## config.mk

```make
export PLATFORM = sky130hd
export DESIGN_NAME = agc_gain_ctrl
export DESIGN_NICKNAME = d
export VERILOG_FILES = /design/src/rtl/agc_pkg.sv /design/src/rtl/agc_avg.sv /design/src/rtl/agc_hold_timer.sv /design/src/rtl/agc_csense.sv /design/src/rtl/agc_gain_ctrl.sv
export SDC_FILE = /design/constraint.sdc
export NUM_CORES = 1
export LEC_CHECK = 0
export BUFFER_PORTS_ARGS = -buffer_cell sky130_fd_sc_hd__buf_2
export CAP_MARGIN = 20
export CELL_PAD_IN_SITES_DETAIL_PLACEMENT = 1
export CELL_PAD_IN_SITES_GLOBAL_PLACEMENT = 2
export CORE_ASPECT_RATIO = 0.6
export CORE_UTILIZATION = 42
export DETAILED_ROUTE_END_ITERATION = 10
export PLACE_DENSITY_LB_ADDON = 0.15
export RECOVER_POWER = 25
export SYNTH_ARGS = -nofsm -noshare
export SYNTH_HDL_FRONTEND = slang
export SYNTH_SLANG_ARGS = --single-unit
```

## constraint.sdc

```tcl
create_clock -name clk -period 13.2 [get_ports clk]
set_input_delay 1.32 -clock clk [delete_from_list [all_inputs] [get_ports clk]]
set_output_delay 1.32 -clock clk [all_outputs]
set_load 0.005 [all_outputs]
```

## src/rtl/agc_pkg.sv

```systemverilog
package agc_pkg;

  // Level seen at the antenna: the measured value plus the gain headroom.
  function automatic int agc_input_level(int meas, int gmax, int gcur, int step_db);
    return meas + step_db * (gmax - gcur);
  endfunction

  function automatic logic agc_above(int v, int lvl, int margin);
    return v > (lvl + margin);
  endfunction

  function automatic logic agc_below(int v, int lvl, int margin);
    return v < (lvl - margin);
  endfunction

  function automatic int agc_hold_cycles(int wsel, int unit);
    return (wsel + 1) * unit;
  endfunction

  function automatic int agc_freeze_samples(int fsel, int unit);
    return fsel * unit;
  endfunction

endpackage

```

## src/rtl/agc_avg.sv

```systemverilog
module agc_avg #(
  parameter int RSSI_W  = 8,
  parameter int AVG_LEN = 4
) (
  input  logic                     clk,
  input  logic                     rst_n,
  input  logic                     vld,
  input  logic signed [RSSI_W-1:0] sample,
  output logic signed [RSSI_W-1:0] avg
);
  localparam int SH    = $clog2(AVG_LEN);
  localparam int SUM_W = RSSI_W + SH + 1;
  localparam int HN    = AVG_LEN - 1;

  logic signed [RSSI_W-1:0] hist_q [HN];
  logic signed [SUM_W-1:0]  sum;
  logic signed [SUM_W-1:0]  sum_sh;

  generate
    for (genvar i = 0; i < HN; i++) begin : g_hist
      if (i == 0) begin : g_head
        always_ff @(posedge clk or negedge rst_n) begin
          if (!rst_n)   hist_q[i] <= '0;
          else if (vld) hist_q[i] <= sample;
        end
      end else begin : g_tail
        always_ff @(posedge clk or negedge rst_n) begin
          if (!rst_n)   hist_q[i] <= '0;
          else if (vld) hist_q[i] <= hist_q[i-1];
        end
      end
    end
  endgenerate

  always_comb begin
    sum = SUM_W'(sample);
    for (int k = 0; k < HN; k++) sum = sum + SUM_W'(hist_q[k]);
    sum_sh = sum >>> SH;
    avg    = sum_sh[RSSI_W-1:0];
  end

endmodule

```

## src/rtl/agc_hold_timer.sv

```systemverilog
module agc_hold_timer
  import agc_pkg::*;
#(
  parameter int WAIT_W    = 3,
  parameter int WAIT_UNIT = 8,
  parameter int BLANK_LEN = 4
) (
  input  logic              clk,
  input  logic              rst_n,
  input  logic              step,
  input  logic [WAIT_W-1:0] wait_sel,
  input  logic              blank_en,
  output logic              hold_active,
  output logic              blank
);
  localparam int HOLD_MAX = (2 ** WAIT_W) * WAIT_UNIT;
  localparam int HW       = $clog2(HOLD_MAX + 1);
  localparam int BW       = $clog2(BLANK_LEN + 1);

  logic [HW-1:0] hold_q;
  logic [BW-1:0] blank_q;
  logic [HW-1:0] hold_len;

  assign hold_len = HW'(agc_hold_cycles(int'(wait_sel), WAIT_UNIT));

  always_ff @(posedge clk or negedge rst_n) begin
    if (!rst_n)              hold_q <= '0;
    else if (step)           hold_q <= hold_len;
    else if (hold_q != '0)   hold_q <= hold_q - HW'(1);
  end

  always_ff @(posedge clk or negedge rst_n) begin
    if (!rst_n)                 blank_q <= '0;
    else if (step && blank_en)  blank_q <= BW'(BLANK_LEN);
    else if (blank_q != '0)     blank_q <= blank_q - BW'(1);
  end

  assign hold_active = (hold_q != '0);
  assign blank       = (blank_q != '0);

endmodule

```

## src/rtl/agc_csense.sv

```systemverilog
module agc_csense
  import agc_pkg::*;
#(
  parameter int RSSI_W   = 8,
  parameter int GAIN_W   = 5,
  parameter int LVL_W    = 5,
  parameter int FRZ_W    = 2,
  parameter int FRZ_UNIT = 16,
  parameter int STEP_DB  = 3
) (
  input  logic                     clk,
  input  logic                     rst_n,
  input  logic                     vld,
  input  logic signed [RSSI_W-1:0] val,
  input  logic [GAIN_W-1:0]        gain,
  input  logic [GAIN_W-1:0]        max_gain,
  input  logic [LVL_W-1:0]         cs_level,
  input  logic [FRZ_W-1:0]         freeze_sel,
  output logic                     cs,
  output logic                     frozen
);
  localparam int RUN_MAX = ((2 ** FRZ_W) - 1) * FRZ_UNIT;
  localparam int RUN_W   = $clog2(RUN_MAX + 1);

  logic             cs_q;
  logic [RUN_W-1:0] run_q;
  int               lvl_in;
  logic             cs_d;

  always_comb begin
    lvl_in = agc_input_level(int'(val), int'(max_gain), int'(gain), STEP_DB);
    if (cs_q) cs_d = (lvl_in >= (int'(cs_level) - 1));
    else      cs_d = (lvl_in >= int'(cs_level));
  end

  always_ff @(posedge clk or negedge rst_n) begin
    if (!rst_n) begin
      cs_q  <= 1'b0;
      run_q <= '0;
    end else if (vld) begin
      cs_q <= cs_d;
      if (!cs_q)                        run_q <= '0;
      else if (run_q != RUN_W'(RUN_MAX)) run_q <= run_q + RUN_W'(1);
    end
  end

  assign frozen = (freeze_sel != '0) && cs_q &&
                  (int'(run_q) >= agc_freeze_samples(int'(freeze_sel), FRZ_UNIT));
  assign cs = cs_q;

endmodule

```

## src/rtl/agc_gain_ctrl.sv

```systemverilog
module agc_gain_ctrl
  import agc_pkg::*;
#(
  parameter int RSSI_W    = 8,
  parameter int GAIN_W    = 5,
  parameter int LVL_W     = 5,
  parameter int THR_W     = 3,
  parameter int WAIT_W    = 3,
  parameter int FRZ_W     = 2,
  parameter int STEP_DB   = 3,
  parameter int AVG_LEN   = 4,
  parameter int WAIT_UNIT = 8,
  parameter int BLANK_LEN = 4,
  parameter int FRZ_UNIT  = 16
) (
  input  logic                     clk,
  input  logic                     rst_n,
  input  logic                     rssi_vld,
  input  logic signed [RSSI_W-1:0] rssi,
  input  logic [GAIN_W-1:0]        max_gain,
  input  logic [LVL_W-1:0]         cs_level,
  input  logic [THR_W-1:0]         thr_down,
  input  logic [THR_W-1:0]         thr_up,
  input  logic                     filt_en,
  input  logic [WAIT_W-1:0]        wait_sel,
  input  logic [FRZ_W-1:0]         freeze_sel,
  input  logic                     blank_en,
  output logic [GAIN_W-1:0]        gain_o,
  output logic                     blank_o,
  output logic                     carrier_sense
);
  localparam logic [GAIN_W-1:0] ONE = GAIN_W'(1);

  logic [GAIN_W-1:0]        gain_q, g_eff, gain_d;
  logic signed [RSSI_W-1:0] avg, val;
  logic                     over, under, over_q, under_q;
  logic                     eval_smp, want_dn, want_up;
  logic                     step_dn, step_up, step_evt;
  logic                     hold_active, frozen;

  agc_avg #(.RSSI_W(RSSI_W), .AVG_LEN(AVG_LEN)) u_avg (
    .clk(clk), .rst_n(rst_n), .vld(rssi_vld), .sample(rssi), .avg(avg)
  );

  agc_hold_timer #(.WAIT_W(WAIT_W), .WAIT_UNIT(WAIT_UNIT), .BLANK_LEN(BLANK_LEN)) u_timer (
    .clk(clk), .rst_n(rst_n), .step(step_evt), .wait_sel(wait_sel),
    .blank_en(blank_en), .hold_active(hold_active), .blank(blank_o)
  );

  agc_csense #(.RSSI_W(RSSI_W), .GAIN_W(GAIN_W), .LVL_W(LVL_W), .FRZ_W(FRZ_W),
               .FRZ_UNIT(FRZ_UNIT), .STEP_DB(STEP_DB)) u_cs (
    .clk(clk), .rst_n(rst_n), .vld(rssi_vld), .val(val), .gain(g_eff),
    .max_gain(max_gain), .cs_level(cs_level), .freeze_sel(freeze_sel),
    .cs(carrier_sense), .frozen(frozen)
  );

  // Clamp to the ceiling; the register resets to all ones so the start value is the ceiling.
  assign g_eff = (gain_q > max_gain) ? max_gain : gain_q;
  assign val   = filt_en ? avg : rssi;

  always_comb begin
    over     = agc_above(int'(val), int'(cs_level), int'(thr_down));
    under    = agc_below(int'(val), int'(cs_level), int'(thr_up));
    eval_smp = rssi_vld && !hold_active && !frozen;
    want_dn  = eval_smp && over  && (!filt_en || over_q);
    want_up  = eval_smp && under && (!filt_en || under_q);
    step_dn  = want_dn && (g_eff != '0);
    step_up  = want_up && (g_eff < max_gain);
    step_evt = step_dn || step_up;
    if (step_dn)      gain_d = g_eff - ONE;
    else if (step_up) gain_d = g_eff + ONE;
    else              gain_d = g_eff;
  end

  always_ff @(posedge clk or negedge rst_n) begin
    if (!rst_n) gain_q <= '1;
    else        gain_q <= gain_d;
  end

  always_ff @(posedge clk or negedge rst_n) begin
    if (!rst_n) begin
      over_q  <= 1'b0;
      under_q <= 1'b0;
    end else if (step_evt || (rssi_vld && !eval_smp)) begin
      over_q  <= 1'b0;
      under_q <= 1'b0;
    end else if (rssi_vld) begin
      over_q  <= over;
      under_q <= under;
    end
  end

  assign gain_o = g_eff;

endmodule

```

==> metrics.md <==
| Metric | Value |
|---|---|
| Number of nets in the layout | `873` |
| Die Footprint | `14,700 um2` |
| Setup TNS Final | `0 ps` |
| Cell type with the highest aggregate area in the netlist | `sky130_fd_sc_hd__ha_1` |
| Post-route antenna net violation count | `0` |
| Detailed placer's ending HPWL | `13.8 mm` |
| Post-layout min period | `8660 ps` |
| Syn Std Cell Area | `5950 um2` |
| Required @ worst endpoint | `13,420 ps` |
| Dominant cell by count in the synthesized netlist | `sky130_fd_sc_hd__ha_1` |
| Sequential cell area fraction in the yosys report | `0.203` |
| Kind of end point of the critical path | `flip-flop` |
| Post-synthesis compound-gate area fraction | `0.185` |
| Area share of the leading cell type in the synthesized netlist | `0.217` |
| Distinct cell type count after synthesis | `77` |
| Ratio of cells with drive above 1 in the final layout | `0.117` |
| Detailed-route wire length per cell | `18.7 um` |
| Final clock skew | `6.70 ps` |
| Maximum Capacitance Violations | `1` |
| Root buffer selected by CTS | `sky130_fd_sc_hd__clkbuf_16` |
| Deepest clock path buffer count | `2` |
| Maximum number of pins on one net before global-route repair | `52` |
| Synthesized-area fraction occupied by xor and xnor cells | `0.0530` |
| Worst-Margin Slew | `2890 ps` |
| Share of async-settable or async-resettable flops after synthesis | `1.00` |
| Wire length of the first global-routing pass | `27.6 mm` |
| Number of detailed-route iterations in the first pass | `4` |
| HP Class | `reg -> reg` |
| Worst Path Max Fanout | `5` |
| Worst Path Arrival | `8880 ps` |
| Number of antenna violations at the first check in global routing | `0` |
| Number of global-route vias before repair | `5,125` |
| Top cells by count, synth | `sky130_fd_sc_hd__ha_1, sky130_fd_sc_hd__inv_1, sky130_fd_sc_hd__nand2_1` |
| Number of standard-cell rows in the floorplan | `33` |
| Number of hold violations in the final report | `0` |
| Area growth syn-to-layout | `9.36%` |
| Vertical extent of the die | `94.2 um` |
| Post-DR vias/cell | `5.41` |
| Post-cts resize count | `0` |
| Mux cell area share after synthesis | `0.0364` |
| First-iteration detailed-routing DRC count | `180` |
| Failing checks | `max-capacitance violations, max-slew violations` |
| Effective utilization at floorplan | `0.433` |
| Max Transition Viols Final | `49` |
| Maximum level of the CTS H-tree | `2` |
| TritonCTS buffer count | `5` |
| Post-synth EDFFs | `0` |
| Maximum cell stage delay along the critical path | `580 ps` |
| Max-slew headroom at the worst pin | `-0.923` |
| WS Path Type | `in -> reg` |
| CTS Hold Bufs | `0` |
| Post-synthesis share of cell area spent on full adders, half adders and majority gates | `0.301` |
| Latest clock arrival within the worst-skew pair | `300 ps` |
| Total setup buffers inserted after CTS | `0` |
| Critical-path cell with the highest stage delay | `sky130_fd_sc_hd__fa_1` |
| Fillcell total | `1,670` |
| Area share of and/or/nand/nor cells after synthesis | `0.151` |
| Unrepaired setup endpoints after global routing | `false` |
| Post-detailed-routing wire length | `16.9 mm` |
| Average size of a mapped cell | `8.83 um2` |
| Drc violations | `0` |
| I/O Pins | `41` |
| Setup-violating endpoint count in the final report | `0` |
| Status | `finished with violations` |
| Clock slew at the register clock pins of the worst setup and hold paths | `70 ps` |
| TritonCTS clock tree | `built` |
| Main synth FF type | `sky130_fd_sc_hd__dfrtp_1` |
| Die Wd | `156 um` |
| Post-Syn Nets | `836` |
| Synthesized instance count | `674` |
| Largest cells by area after synthesis | `sky130_fd_sc_hd__ha_1, sky130_fd_sc_hd__dfrtp_1, sky130_fd_sc_hd__fa_1` |
| IO buf count | `40` |
| Largest family of logic cells by synthesized area | `adder cells` |
| TritonCTS Sinks | `48` |
| Routed vias | `4,894` |
| Global-route usage over all layers | `0.244` |
| Floorplan Core Area | `13,700 um2` |
| GR Overflow Total | `0` |
| CP startpoint kind | `input pin` |
| Weighted congestion at the end of routability-driven global placement | `0.917` |
| Syn. warnings | `0` |
| Max Clk Rate | `115 MHz` |
| Antenna diodes | `0` |
| Final worst path period share | `0.656` |
| Flop and latch count out of synthesis | `48` |
[registers in the layout, summed over array words and instances (netlist names)]
name,count
u_avg.hist_q,24
u_timer.hold_q,7
u_cs.run_q,6
gain_q,5
u_timer.blank_q,3
over_q,1
u_cs.cs,1
under_q,1
[layer usage]
layer	routed length, um	up-vias	global-route usage
met5	0	-	0
met4	70	0	0.0384
met3	779	6	0.0434
met2	6670	87	0.351
met1	9340	2365	0.378
li1	-	2436	-
[critical path, delay by kind of cell]
kind / cells / cell delay [ps]
multiplexers: 2 / 390
buffers and inverters: 4 / 400
XOR/XNOR: 2 / 300
AO/OA/AOI/OAI: 7 / 1610
adder cells (fa/ha/maj): 7 / 2930
AND/OR/NAND/NOR: 14 / 1930
[cell families after synthesis]
group / count (synthesis)
AND/OR/NAND/NOR: 180
adder cells (fa/ha/maj): 128
XOR/XNOR: 36
multiplexers: 19
buffers and inverters: 109
AO/OA/AOI/OAI: 154
flip-flops: 48
[through the flow]
stage	hold slack, ps	utilization	std cells	setup WS, ps	cell area [um2]
final	481	0.473	904	4540	6510
after global routing	516	0.473	904	3840	6510
after CTS	495	0.474	904	4520	6510
after detailed placement	474	0.461	896	4230	6340
after global placement	457	0.461	896	4680	6340
after floorplan	450	-	674	5360	5950
[area by class of cell]
class / count / area [um2] / share of cell area
clock buffers: 5 / 125 / 0.0192
clock inverters: 3 / 46.3 / 0.00711
inverters: 98 / 368 / 0.0565
multi-input cells: 517 / 4320 / 0.663
flip-flops and latches: 48 / 1210 / 0.186
well taps: 192 / 240 / 0.0369
repair buffers: 41 / 204 / 0.0313
[cell usage in the layout, fill, tap and decap left out, types with 3 or more instances in the layout]
cell	n
sky130_fd_sc_hd__ha_1	103
sky130_fd_sc_hd__inv_1	97
sky130_fd_sc_hd__nand2_1	52
sky130_fd_sc_hd__nor2_1	44
sky130_fd_sc_hd__o21ai_0	43
sky130_fd_sc_hd__dfrtp_1	43
sky130_fd_sc_hd__buf_2	40
sky130_fd_sc_hd__xnor2_1	26
sky130_fd_sc_hd__a21oi_1	25
sky130_fd_sc_hd__fa_1	25
sky130_fd_sc_hd__a21o_1	18
sky130_fd_sc_hd__nand4_1	12
sky130_fd_sc_hd__nand3_1	12
sky130_fd_sc_hd__nand2b_1	11
sky130_fd_sc_hd__xor2_1	10
sky130_fd_sc_hd__nor3_1	10
sky130_fd_sc_hd__nor2b_1	9
sky130_fd_sc_hd__mux2i_1	9
sky130_fd_sc_hd__mux2_2	8
sky130_fd_sc_hd__a211oi_1	7
sky130_fd_sc_hd__o21a_1	7
sky130_fd_sc_hd__nor4_1	7
sky130_fd_sc_hd__o2111ai_1	5
sky130_fd_sc_hd__o2bb2ai_1	5
sky130_fd_sc_hd__clkbuf_16	5
sky130_fd_sc_hd__dfstp_2	5
sky130_fd_sc_hd__or3_1	4
sky130_fd_sc_hd__and3_1	3
sky130_fd_sc_hd__and4_1	3
sky130_fd_sc_hd__o22ai_1	3
sky130_fd_sc_hd__nor3b_1	3
sky130_fd_sc_hd__a2bb2oi_1	3
[final timing paths]
path | to | slack (ps) | depth (start not counted) | start
hold / removal | u_avg.hist_q[0] | 480 | 2 | u_avg.hist_q[8]
setup / recovery | u_cs.cs | 4540 | 36 | rssi[1]
setup reg to reg | u_cs.cs | 5300 | 36 | gain_q[1]
min in group asynchronous | u_timer.hold_q[6] | 2040 | 2 | rst_n
max in group asynchronous | u_cs.run_q[0] | 9530 | 2 | rst_n
hold reg to reg | u_avg.hist_q[0] | 480 | 2 | u_avg.hist_q[8]
Power is not shown: default switching activity piles up to over one toggle a cycle in this logic, so the estimate is an artifact.
